==> src/rtl/skip7_pkg.sv <==
package skip7_pkg;

  // Divisor whose multiples are excluded from the sequence.
  localparam int unsigned MODULUS = 7;
  localparam int unsigned RES_W   = $clog2(MODULUS);

  typedef logic [RES_W-1:0] res_t;

  localparam res_t RES_ONE  = res_t'(1);
  localparam res_t RES_LAST = res_t'(MODULUS - 1);

  // True when the value after a plain increment would be a multiple.
  function automatic logic res_at_last(input res_t r);
    return r == RES_LAST;
  endfunction

  // Residue of the next emitted value, ignoring width wrap.
  function automatic res_t res_next(input res_t r);
    return res_at_last(r) ? RES_ONE : r + res_t'(1);
  endfunction

  // Amount added to the value for one advance.
  function automatic logic [1:0] step_for(input logic last);
    return last ? 2'd2 : 2'd1;
  endfunction

endpackage

==> src/rtl/skip7_launch.sv <==
module skip7_launch (
  input  logic clk,
  input  logic rst,
  output logic running
);

  // Low in reset; high from the first cycle that shows the start value.
  always_ff @(posedge clk) begin
    if (rst) running <= 1'b0;
    else     running <= 1'b1;
  end

endmodule

==> src/rtl/skip7_residue.sv <==
module skip7_residue
  import skip7_pkg::*;
(
  input  logic clk,
  input  logic rst,
  input  logic adv,
  input  logic wrap,
  output res_t res,
  output logic at_last
);

  always_ff @(posedge clk) begin
    if (rst)       res <= RES_ONE;
    else if (adv)  res <= wrap ? RES_ONE : res_next(res);
  end

  assign at_last = res_at_last(res);

endmodule

==> src/rtl/skip7_stepper.sv <==
module skip7_stepper
  import skip7_pkg::*;
#(
  parameter int unsigned WIDTH = 16
) (
  input  logic             clk,
  input  logic             rst,
  input  logic             adv,
  input  logic             at_last,
  output logic [WIDTH-1:0] val,
  output logic             wrap
);

  localparam int unsigned SUM_W = WIDTH + 1;
  localparam logic [WIDTH-1:0] START = WIDTH'(1);

  logic [SUM_W-1:0] step_ext;
  logic [SUM_W-1:0] sum;

  assign step_ext = SUM_W'(step_for(at_last));
  assign sum      = {1'b0, val} + step_ext;
  // Carry out of the value width means the successor does not fit.
  assign wrap     = sum[WIDTH];

  always_ff @(posedge clk) begin
    if (rst)       val <= START;
    else if (adv)  val <= wrap ? START : sum[WIDTH-1:0];
  end

endmodule

==> src/rtl/skip7_seq.sv <==
module skip7_seq
  import skip7_pkg::*;
#(
  parameter int unsigned WIDTH = 16
) (
  input  logic             clk,
  input  logic             rst,
  output logic [WIDTH-1:0] seq_val,
  output logic             seq_vld
);

  logic running;
  logic adv;
  logic wrap_evt;
  logic last_evt;
  res_t res_cur;

  skip7_launch u_launch (
    .clk     (clk),
    .rst     (rst),
    .running (running)
  );

  // The start value is shown once before the first advance.
  assign adv = running;

  skip7_residue u_residue (
    .clk     (clk),
    .rst     (rst),
    .adv     (adv),
    .wrap    (wrap_evt),
    .res     (res_cur),
    .at_last (last_evt)
  );

  skip7_stepper #(.WIDTH(WIDTH)) u_stepper (
    .clk     (clk),
    .rst     (rst),
    .adv     (adv),
    .at_last (last_evt),
    .val     (seq_val),
    .wrap    (wrap_evt)
  );

  assign seq_vld = running;

endmodule

==> config.mk <==
export PLATFORM = sky130hd
export DESIGN_NAME = skip7_seq
export DESIGN_NICKNAME = d
export VERILOG_FILES = /design/src/rtl/skip7_pkg.sv /design/src/rtl/skip7_launch.sv /design/src/rtl/skip7_residue.sv /design/src/rtl/skip7_stepper.sv /design/src/rtl/skip7_seq.sv
export SDC_FILE = /design/constraint.sdc
export NUM_CORES = 1
export LEC_CHECK = 0
export BUFFER_PORTS_ARGS = -buffer_cell sky130_fd_sc_hd__buf_2
export CORE_ASPECT_RATIO = 1.5
export CORE_MARGIN = 1.5
export CORE_UTILIZATION = 48
export CTS_CLUSTER_SIZE = 14
export DETAILED_ROUTE_END_ITERATION = 8
export PLACE_DENSITY = 0.76
export SYNTH_ARGS = -nofsm -noshare
export SYNTH_HDL_FRONTEND = slang
export SYNTH_SLANG_ARGS = --single-unit
==> constraint.sdc <==
create_clock -name clk -period 2.2 [get_ports clk]
set_input_delay 0.44 -clock clk [delete_from_list [all_inputs] [get_ports clk]]
set_output_delay 0.44 -clock clk [all_outputs]
set_load 0.05 [all_outputs]
== Yosys cells after proc, flatten, opt, wreduce, memory -nomap -nowiden ==
Cells that the tools add are included.

* Input bits: 2
* Word-level logic and storage cells: 11
* Output and inout port bits: 17
* Register bits: 20

* Add/subtract/negate cells: 2
* Equal/unequal tests: 1
* Muxes and demuxes: 5

{| class="wikitable"
|+ Operators with widths
! operator !! count
|-
| $add 16x2->17 || 1
|-
| $mux 16 || 1
|-
| $mux 3 || 2
|-
| $add 3x1->3 const B || 1
|-
| $eq 3x3->1 const B || 1
|-
| $mux 2 || 1
|-
| $mux 1 || 1
|}

== Longest topological paths before layout ==
Gate-level depths: netlist of the first run.

* Depth in word-level cells: 4
* Mapped depth: 9
* Gate-level depth less buffers: 8

== By module ==
A second synthesis of the first run with hierarchy kept.

* Cell total of the unflattened synthesis: 111
* Area total of the unflattened synthesis: 1016.0 um^2

{| class="wikitable"
|+ By module, submodules not included
! module !! times used !! area each (um^2) !! cells an instance !! seq. area each (um^2)
|-
| skip7_stepper || 1 || 863.3 || 95 || 320.3
|-
| skip7_residue || 1 || 128.9 || 14 || 60.1
|-
| skip7_launch || 1 || 23.8 || 2 || 20.0
|}

== Worst setup path before layout of the first run ==
No wires, ideal clock.

* Path kind: flip-flop to flip-flop
* From: register u_residue.res[1]
* To: register u_stepper.val[4]
* Path buffers: 1
* Arrival: 2.044 ns
* Stages on the path, launching flop included: 10
* Setup slack: 0.090 ns
* Path through: dfxtp_1 > nand2_1 > or2_2 > ha_1 > fa_1 > nand4_1 > nor4_2 > or2_2 > buf_6 > nor2_1

* Word-level cells in the longest chain between the ends: 4

{| class="wikitable"
|+ Ends and longest elaborated chain
! item !! line !! RTL
|-
| start: declaration || skip7_residue.sv:8 || <nowiki>output res_t res,</nowiki>
|-
| start signal: assignment || skip7_residue.sv:14 || <nowiki>else if (adv) res <= wrap ? RES_ONE : res_next(res);</nowiki>
|-
| $eq 3x3->1 || skip7_pkg.sv:14 || <nowiki>return r == RES_LAST;</nowiki>
|-
| $mux 2 || skip7_pkg.sv:24 || <nowiki>return last ? 2'd2 : 2'd1;</nowiki>
|-
| $add 16x2->17 || skip7_stepper.sv:21 || <nowiki>assign sum = {1'b0, val} + step_ext;</nowiki>
|-
| $mux 16 || skip7_stepper.sv:27 || <nowiki>else if (adv) val <= wrap ? START : sum[WIDTH-1:0];</nowiki>
|-
| end signal: assignment || skip7_stepper.sv:27 ||
|-
| end: declaration || skip7_stepper.sv:10 || <nowiki>output logic [WIDTH-1:0] val,</nowiki>
|}

Every way passes these cells.
A chain may end at the register's enable or synchronous reset.

== Worst setup path in the final report of the first run ==
* From: register u_residue.res[1]
* To: register u_stepper.val[1]

The elaborated chain is that of the path after synthesis.

==> impl_metrics.csv, run 1 <==
group,metric,value,unit
clock_network,cts_num_sinks,20,
grt,grt_remaining_overflow,0,
synthesis,synth_top_family_by_area,"simple AND/OR/NAND/NOR gates",
clock_network,clkLatencyLatePin,320,ps
grt,global_route_wire_length_before_repair,3330,um
critical_path,worst_endpoint_required_time,2420,ps
critical_path,rr_worst_depth,8,
min_path,worst_hold_path.num_cells,2,
critical_path,cp_cell_sequence,"nand2_1, or2_2, inv_1, fa_1, nand4_1, o41ai_2, o22ai_1, and2_1",
synthesis,yosys-mux-area-fraction,0.984,%
sta,timing_max_transition_violations_final,0,
critical_path,reg2reg_from,"u_residue.res[1]$_SDFFE_PP0P_",
sta,fin_worst_skew,2.52,ps
synthesis,synth_simple_gate_area_share,32.8,%
route,route.antenna.remaining_nets,0,
grt,grt_max_degree,14,
die,effective_utilization_at_floorplan,50.8,%
pwr,power_density,583,nW/um^2
sta,setup_viol_count_final,0,
sta,timing.final.hold_violations,0,
placement,numPortBuffers,18,
placement,routabilityCongestion,0.817,
critical_path,worst_path_largest_cell_delay,520,ps
synthesis,ys_async_sr_fraction,0,%
synthesis,synth_top_cells_by_area,"dfxtp_1, xnor2_1, nor2_1",
min_path,min_from,"rst",
cells_and_area,diodes,0,
synthesis,syn_area_per_cell,8.85,um^2
synthesis,syn_area,1020,um^2
pwr,power.ir.vdd_worst,0.468,mV
placement,dpl-instance-area,1120,um^2
clock_network,cts_post_setup_buffers_inserted,0,
sta,fin_hold_ws,345,ps
synthesis,synth_enable_flop_cells,0,
pwr,post-layout-total-power,0.684,mW
synthesis,synth_seq_area_share,39.4,%
critical_path,setup.worst_path.start_class,"flip-flop",
clock_network,htree_num_levels,1,
clock_network,cts_tree,"built",
route,post_drt_wl_per_cell,13.2,um
synthesis,synth_most_common_cell,"dfxtp_1",
sta,fin_crit,2060,ps
die,design.core.area,2000,um^2
route,wl,2070,um
clock_network,root_buffer,"clkbuf_4",
route,drt_first_iter_violations,18,
route,drt_first_pass_iters,4,
route,avgViaCountPerCell,5.54,
die,die_width,40.6,um
grt,grt_antenna_before_repair,0,
grt,grt_util_met3,6.39,%
placement,place_hpwl,1480,um
clock_network,cts_buffers,3,
clock_network,ctsLongestPathBuffers,2,
grt,combined_global_route_utilization_of_all_metal_layers,20.4,%
critical_path,critPathKind,"flip-flop to flip-flop",
min_path,hold_end,"u_stepper.val[14]$_SDFFE_PP0P_",
grt,via_count_of_the_first_global_routing_pass,756,
cells_and_area,synthToLayoutAreaGrowth,15.4,%
clock_network,number_of_gates_resized_after_cts,1,
critical_path,number_of_buffer_and_inverter_stages_on_the_critical_path,1,
critical_path,worst_ep_arrival_time,2290,ps
synthesis,post_synth_adder_cell_area,4.43,%
synthesis,synthCells,115,
synthesis,share_of_the_synthesized_area_in_compound_gates_ao_oa_aoi_oai,6.03,%
die,placementRows,20,
grt,grtUsageMet1,26.3,%
critical_path,path_delay_family,"simple AND/OR/NAND/NOR gates",
synthesis,synth_top_flop_cell,"dfxtp_1",
sta,rsz0062_at_grt,"yes",
die,boundaryPins,19,
synthesis,count_of_unique_library_cells_instantiated_by_yosys,31,
sta,setup-tns-final,0,ps
critical_path,setup_slack_on_the_worst_flop_to_flop_path,140,ps
synthesis,postSynthRegisterBits,20,
cells_and_area,post-route-cell-area,1170,um^2
die,die_height,59.4,um
route,drc,0,
sta,maxClockFrequency,485,MHz
grt,grt_most_used_layer,"met2",
synthesis,biggest_area_consumer_among_synthesized_cells,"dfxtp_1",
critical_path,crit-reg2reg-capture,"u_stepper.val[1]$_SDFFE_PP0P_",
grt,globalRouteMet2Util,29.0,%
sta,timing.max_slew.rel_slack,69.3,%
synthesis,synth_common_cells,"dfxtp_1, nor2_1, nand2_1",
clock_network,cts_hold_repair.buffers,0,
synthesis,synthesis.nets,120,
min_path,hold_path.class,"primary input to flip-flop",
critical_path,worst_setup_path_startpoint,"u_residue.res[1]$_SDFFE_PP0P_",
pwr,power_leakage,0.465,nW
sta,layout_worst_path_cycle_share,93.7,%
run,count_of_max_cap_constraint_violations,0,
critical_path,timing.critical_path.slowest_stage_cell,"o41ai_2",
status,status,"completed",
route,vias,870,
critical_path,crit_path_max_fo,5,
synthesis,synthXorXnorAreaFrac,11.2,%
cells_and_area,drive_above_1_share,29.6,%
synthesis,yosys_warnings,0,
die,die_area,2410,um^2
critical_path,category_of_the_worst_setup_path_capture_point,"flip-flop",
cells_and_area,design.final.nets,141,
synthesis,netlist.area_leader.share,39.4,%
clock_network,clkSlewWorstSetupHoldPaths,110,ps
sta,tightest_pin_transition,456,ps
[flip-flops by register name (all words and copies together) (netlist names)]
register,count
u_stepper.val,16
u_residue.res,3
u_launch.running,1
[layout by cell type, fill, tap and decap left out, types with 2 or more instances in the layout]
cell / netlist / layout
a21oi_1: 2 / 2
buf_2: 3 / 18
buf_4: 1 / 3
clkbuf_4: 0 / 3
dfxtp_1: 20 / 18
dfxtp_2: 0 / 2
inv_1: 5 / 5
nand2_1: 15 / 15
nand4_1: 8 / 8
nor2_1: 16 / 16
nor2_2: 2 / 2
nor3_1: 4 / 4
nor4_1: 3 / 3
nor4_2: 3 / 3
o22ai_1: 2 / 2
xnor2_1: 10 / 10
xor2_1: 3 / 3
[how the worst max path moves through the flow]
stage | cells past startpoint | endpoint
2_1_floorplan | 9 | u_stepper.val[4]$_SDFFE_PP0P_
3_3_place_gp | 8 | u_residue.res[2]$_SDFFE_PP0P_
3_5_place_dp | 8 | u_residue.res[2]$_SDFFE_PP0P_
4_1_cts | 8 | u_stepper.val[15]$_SDFFE_PP0P_
5_1_grt | 8 | u_stepper.val[1]$_SDFFE_PP0P_
6_report | 8 | u_stepper.val[1]$_SDFFE_PP0P_
[routing by layer]
metal	up-vias	share of wire, %
li1	434	-
met1	410	44
met2	21	50
met3	5	3.8
met4	0	2.1
met5	-	0
[area by class of cell]
cell class / instances / area [um^2]
clock buffers: 4 / 36.3
multi-input cells: 85 / 576
inverters: 5 / 18.8
flip-flops and latches: 20 / 403
well taps: 22 / 27.5
repair buffers: 21 / 113
fillers: 191 / 828
[worst register-to-register path, stage by stage (launching register included)]
cell,delay [ps]
dfxtp_2,380
nand2_1,50
or2_2,280
inv_1,100
fa_1,200
nand4_1,160
o41ai_2,530
o22ai_1,110
and2_1,170
[metrics by stage]
step	util, %	worst slack (ps)	instances
2_1_floorplan	-	90.3	115
3_3_place_gp	56.1	80.1	153
3_5_place_dp	56.1	19.4	153
4_1_cts	58.1	70.0	157
5_1_grt	58.6	-8.47	157
6_report	58.6	138	157
[cell families (layout without fill, tap and decap cells)]
kind of cell             after synthesis  in the layout
XOR/XNOR                              13             13
AND/OR/NAND/NOR                       60             60
AO/OA/AOI/OAI                          8              8
adder cells (fa/ha/maj)                3              3
multiplexers                           1              1
buffers and inverters                 10             30
flip-flops                            20             20
[power breakdown]
group | switching, mW | total, mW | internal (mW)
registers | 0.0131 | 0.385 | 0.372
logic | 0.0499 | 0.0766 | 0.0267
clock network | 0.121 | 0.223 | 0.101
(Power assumes the default switching activity.)
==> run 2: changes to the inputs <==
PLACE_DENSITY = 0.8   (was 0.76)
==> run 2 against run 1 <==
Combinational power up 5.4%. Via count up 2.5%. Critical endpoint is now u_stepper.val[8]$_SDFFE_PP0P_. Maximum frequency up 0.23%. Clock power down 5%. Clock-buffer cell count unchanged. Worst setup slack better by 4.7 ps. Highest routed layer unchanged. Global-route usage up 0.58 points. Routed wire length up 7.7%. Non-clock buffer count unchanged.
==> impl_metrics.csv, run 2 (synthesized netlist as in run 1, its figures left out) <==
group,metric,value,unit
cells_and_area,drive_above_1_share,30.1,%
cells_and_area,max_flop_register,"u_stepper.val",
critical_path,crit_path_max_fo,7,
die,die_height,59.4,um
clock_network,cts_post_setup_buffers_inserted,0,
sta,fin_worst_skew,1.24,ps
clock_network,cts_tree,"built",
sta,setup_viol_count_final,0,
grt,grt_antenna_before_repair,0,
critical_path,crit-reg2reg-capture,"u_stepper.val[8]$_SDFFE_PP0P_",
grt,global_route_wire_length_before_repair,3540,um
clock_network,htree_num_levels,1,
cells_and_area,design.final.nets,142,
sta,setup-tns-final,0,ps
critical_path,cp_cell_sequence,"nand2_1, or2_2, inv_1, fa_2, nand4_1, nor4_4, or2_4, nor2_1",
cells_and_area,diodes,0,
die,die_area,2410,um^2
route,drc,0,
sta,timing.final.hold_violations,0,
pwr,power.ir.vdd_worst,0.362,mV
grt,grt_util_met3,2.26,%
placement,numPortBuffers,18,
critical_path,worst_endpoint_required_time,2400,ps
critical_path,category_of_the_worst_setup_path_capture_point,"flip-flop",
placement,post-place-ws,16.9,ps
sta,layout_worst_path_cycle_share,93.5,%
critical_path,worst_path_largest_cell_delay,420,ps
min_path,min_from,"rst",
sta,timing.max_slew.rel_slack,67.3,%
cells_and_area,largest_register_ffs,16,
sta,tightest_pin_transition,486,ps
pwr,post-layout-total-power,0.677,mW
route,wl,2230,um
placement,dp_cells,153,
cells_and_area,post_layout_nonfiller_instances,158,
run,count_of_max_cap_constraint_violations,0,
pwr,power_density,563,nW/um^2
critical_path,rr_worst_depth,8,
grt,grtUsageMet1,27.9,%
sta,maxClockFrequency,486,MHz
grt,via_count_of_the_first_global_routing_pass,792,
sta,timing_max_transition_violations_final,0,
route,post_drt_wl_per_cell,14.1,um
placement,place_hpwl,1480,um
die,effective_utilization_at_floorplan,50.8,%
sta,fin_crit,2060,ps
clock_network,ctsLongestPathBuffers,2,
grt,grt_most_used_layer,"met2",
min_path,hold_end,"u_stepper.val[14]$_SDFFE_PP0P_",
critical_path,setup_slack_on_the_worst_flop_to_flop_path,140,ps
clock_network,clkLatencyLatePin,300,ps
grt,combined_global_route_utilization_of_all_metal_layers,21.0,%
route,drt_first_iter_violations,25,
clock_network,cts_buffers,3,
die,die_width,40.6,um
clock_network,root_buffer,"clkbuf_4",
cells_and_area,registers_with_the_most_flip_flops,"u_stepper.val (16), u_residue.res (3), u_launch.running (1)",
cells_and_area,layout_common_cells,"buf_2, dfxtp_1, nor2_1, nand2_1, xnor2_1",
grt,globalRouteMet2Util,32.9,%
status,status,"completed",
critical_path,worst_setup_path_startpoint,"u_residue.res[1]$_SDFFE_PP0P_",
grt,grt_max_degree,14,
route,avgViaCountPerCell,5.65,
die,boundaryPins,19,
die,placementRows,20,
die,design.core.area,2000,um^2
critical_path,worst_ep_arrival_time,2260,ps
sta,layout_setup_ws,143,ps
grt,grt_remaining_overflow,0,
critical_path,setup.worst_path.start_class,"flip-flop",
critical_path,timing.critical_path.slowest_stage_cell,"nor4_4",
cells_and_area,synthToLayoutAreaGrowth,18.2,%
pwr,power_leakage,0.501,nW
route,vias,892,
min_path,worst_hold_path.num_cells,2,
critical_path,reg2reg_from,"u_residue.res[1]$_SDFFE_PP0P_",
min_path,hold_path.class,"primary input to flip-flop",
critical_path,critPathKind,"flip-flop to flip-flop",
route,drt_first_pass_iters,4,
placement,routabilityCongestion,0.854,
clock_network,cts_num_sinks,20,
clock_network,clkSlewWorstSetupHoldPaths,110,ps
route,route.antenna.remaining_nets,0,
[run 2: worst max-delay path: cells and delay by family, from the launching register on]
kind | cells | cell delay [ps]
and+or+nand+nor | 6 | 1270
buffers and inverters | 1 | 110
DFF | 1 | 370
adders and majority gates | 1 | 220
[run 2: worst max-delay path by stage]
stage | endpoint | slack [ps]
after CTS | u_stepper.val[15]$_SDFFE_PP0P_ | 5
after global routing | u_residue.res[2]$_SDFFE_PP0P_ | -2
after detailed placement | u_residue.res[2]$_SDFFE_PP0P_ | 20
final | u_stepper.val[8]$_SDFFE_PP0P_ | 140
after floorplan | u_stepper.val[4]$_SDFFE_PP0P_ | 90
after global placement | u_residue.res[2]$_SDFFE_PP0P_ | 90
[run 2: final cells by class]
class                           count  area [um^2]
Tap cell                           22         27.5
Clock buffer                        4         36.3
Sequential cell                    20          403
Fill cell                         170          800
Timing Repair Buffer               21          113
Inverter                            5         18.8
Multi-Input combinational cell     86          604
[run 2: stage by stage]
stage / hold WS, ps / instance area, um^2 / utilization [%]
floorplan: 452 / 1020 / -
global placement: 463 / 1120 / 56.1
detailed placement: 474 / 1120 / 56.1
CTS: 341 / 1160 / 58.1
global route: 387 / 1200 / 60.1
finish: 384 / 1200 / 60.1
[run 2: routing by layer]
| metal | vias to the layer above | routed length [um] |
|---|---|---|
| li1 | 443 | - |
| met3 | 6 | 94 |
| met2 | 31 | 1180 |
| met5 | - | 0 |
| met1 | 412 | 932 |
| met4 | 0 | 23 |
[run 2: power breakdown]
part	switching, mW	internal [mW]
clock network	0.110	0.101
logic	0.0516	0.0291
registers	0.0134	0.372
[run 2: timing repair]
action | in CTS | in global routing
endpoints found under the setup margin | 7 | 13
hold buffers | 0 | 0
resized for setup | 1 | 8
pin swaps | 0 | 2
cloned | 0 | 1
==> run 3: changes to the inputs <==
CORE_MARGIN = not set   (was 1.5)
==> run 3 against run 2 <==
Final area shrank 1.7%. Register-to-register slack worse by 60 ps. Clock power down 19%. Die area down 4.1%. Maximum frequency shrank 2.6%. Worst hold slack got worse by 23 ps. Sequential share of layout area grew 0.57 points. First-iteration DRC count unchanged. Global-route usage down 0.71 points. Routed wire length decreased by 9.5%. Critical endpoint is now u_residue.res[2]$_SDFFE_PP0P_.
==> impl_metrics.csv, run 3 (synthesized netlist as in run 1, its figures left out) <==
group,metric,value,unit
clock_network,cts_buffers,3,
sta,rsz0062_at_grt,"yes",
route,wl,2020,um
die,die_area,2310,um^2
sta,maxClockFrequency,473,MHz
grt,global_route_wire_length_before_repair,3430,um
critical_path,worst_endpoint_required_time,2430,ps
clock_network,cts_tree,"built",
route,drt_first_iter_violations,25,
critical_path,setup.worst_path.start_class,"flip-flop",
grt,grt_remaining_overflow,0,
route,drt_first_pass_iters,4,
cells_and_area,largest_register_ffs,16,
min_path,min_from,"rst",
placement,routabilityCongestion,0.813,
sta,timing_max_transition_violations_final,0,
critical_path,crit-reg2reg-capture,"u_residue.res[2]$_SDFFE_PP0P_",
placement,post-place-ws,19.0,ps
clock_network,cts_num_sinks,20,
status,status,"completed",
clock_network,root_buffer,"clkbuf_4",
sta,fin_worst_skew,2.35,ps
route,vias,888,
cells_and_area,max_flop_register,"u_stepper.val",
die,die_height,58.4,um
critical_path,critPathKind,"flip-flop to flip-flop",
clock_network,cts_post_setup_buffers_inserted,0,
route,route.antenna.remaining_nets,0,
sta,layout_setup_ws,87.0,ps
critical_path,category_of_the_worst_setup_path_capture_point,"flip-flop",
die,die_width,39.6,um
clock_network,clkLatencyLatePin,290,ps
sta,setup_viol_count_final,0,
cells_and_area,finalCoreUtilization,59.1,%
cells_and_area,design.final.nets,141,
run,count_of_max_cap_constraint_violations,0,
critical_path,worst_ep_arrival_time,2340,ps
min_path,hold_path.class,"primary input to flip-flop",
placement,place_hpwl,1440,um
grt,grt_max_degree,14,
cells_and_area,fillers,185,
route,post_drt_wl_per_cell,12.9,um
cells_and_area,post_layout_nonfiller_instances,156,
grt,via_count_of_the_first_global_routing_pass,815,
placement,dp_cells,153,
pwr,power_density,536,nW/um^2
die,placementRows,20,
min_path,hold_end,"u_stepper.val[14]$_SDFFE_PP0P_",
placement,numPortBuffers,18,
die,boundaryPins,19,
sta,tightest_pin_transition,561,ps
die,design.core.area,2000,um^2
clock_network,clkSlewWorstSetupHoldPaths,110,ps
cells_and_area,layout_common_cells,"buf_2, dfxtp_1, nor2_1, nand2_1, xnor2_1",
sta,timing.final.hold_violations,0,
pwr,power.ir.vdd_worst,0.298,mV
die,effective_utilization_at_floorplan,50.8,%
min_path,worst_hold_path.num_cells,2,
sta,timing.max_slew.rel_slack,62.2,%
cells_and_area,synthToLayoutAreaGrowth,16.2,%
route,drc,0,
cells_and_area,drive_above_1_share,30.6,%
grt,grt_antenna_before_repair,0,
sta,layout_worst_path_cycle_share,96.0,%
pwr,power_leakage,0.487,nW
cells_and_area,registers_with_the_most_flip_flops,"u_stepper.val (16), u_residue.res (3), u_launch.running (1)",
clock_network,htree_num_levels,1,
critical_path,crit_path_max_fo,13,
cells_and_area,diodes,0,
critical_path,setup_slack_on_the_worst_flop_to_flop_path,90,ps
sta,fin_crit,2110,ps
critical_path,rr_worst_depth,8,
route,avgViaCountPerCell,5.69,
grt,combined_global_route_utilization_of_all_metal_layers,20.3,%
critical_path,reg2reg_from,"u_residue.res[1]$_SDFFE_PP0P_",
clock_network,ctsLongestPathBuffers,2,
run 3: critical path: stages, from the launching register on:
cell and delay (ps):
dfxtp_2 370, nand2_1 40, or2_2 290, ha_2 200, fa_2 340, nand4_1 240, nor4_4 100, or2_4 330
a21oi_1 130
run 3: power by group:
part,internal (mW),switching (mW),total [mW]
combinational,0.0278,0.0498,0.0776
sequential,0.372,0.0129,0.385
clock,0.0638,0.107,0.171
run 3: through the flow:
step	total power, mW	area [um^2]	hold slack [ps]	TNS, ps
2_1_floorplan	0.449	1020	452	0
3_3_place_gp	0.465	1120	464	0
3_5_place_dp	0.467	1120	498	0
4_1_cts	0.636	1150	345	0
5_1_grt	0.656	1180	388	-27.4
6_report	0.634	1180	362	0
run 3: repair_timing:
action                                 in CTS  in global routing
pin swaps                                   0                  4
gates resized for setup                     1                  9
endpoints found under the hold margin       0                  0
hold buffers                                0                  0
setup endpoints to repair                  10                 13
cloned                                      0                  0
run 3: metal layers:
metal,track usage [%],routed length [um]
met1,27.0,855
met2,32.8,1070
met3,2.26,70
met4,7.39,21
met5,0,0
run 3: worst max-delay path by stage:
stage / cells after the start / end / slack [ps] / from
3_5_place_dp: 8 / u_residue.res[2]$_SDFFE_PP0P_ / 20 / u_residue.res[1]$_SDFFE_PP0P_
4_1_cts: 8 / u_stepper.val[15]$_SDFFE_PP0P_ / 70 / u_residue.res[1]$_SDFFE_PP0P_
5_1_grt: 8 / u_residue.res[2]$_SDFFE_PP0P_ / -10 / u_residue.res[1]$_SDFFE_PP0P_
2_1_floorplan: 9 / u_stepper.val[4]$_SDFFE_PP0P_ / 90 / u_residue.res[1]$_SDFFE_PP0P_
3_3_place_gp: 8 / u_residue.res[2]$_SDFFE_PP0P_ / 80 / u_residue.res[1]$_SDFFE_PP0P_
6_report: 8 / u_residue.res[2]$_SDFFE_PP0P_ / 90 / u_residue.res[1]$_SDFFE_PP0P_
run 3: final cells by class:
type	count	area, um^2	share of cell area, %
Multi-Input combinational cell	85	598	50.6
Sequential cell	20	403	34.1
Timing Repair Buffer	21	113	9.52
Tap cell	22	27.5	2.33
Clock buffer	3	22.5	1.90
Inverter	5	18.8	1.59
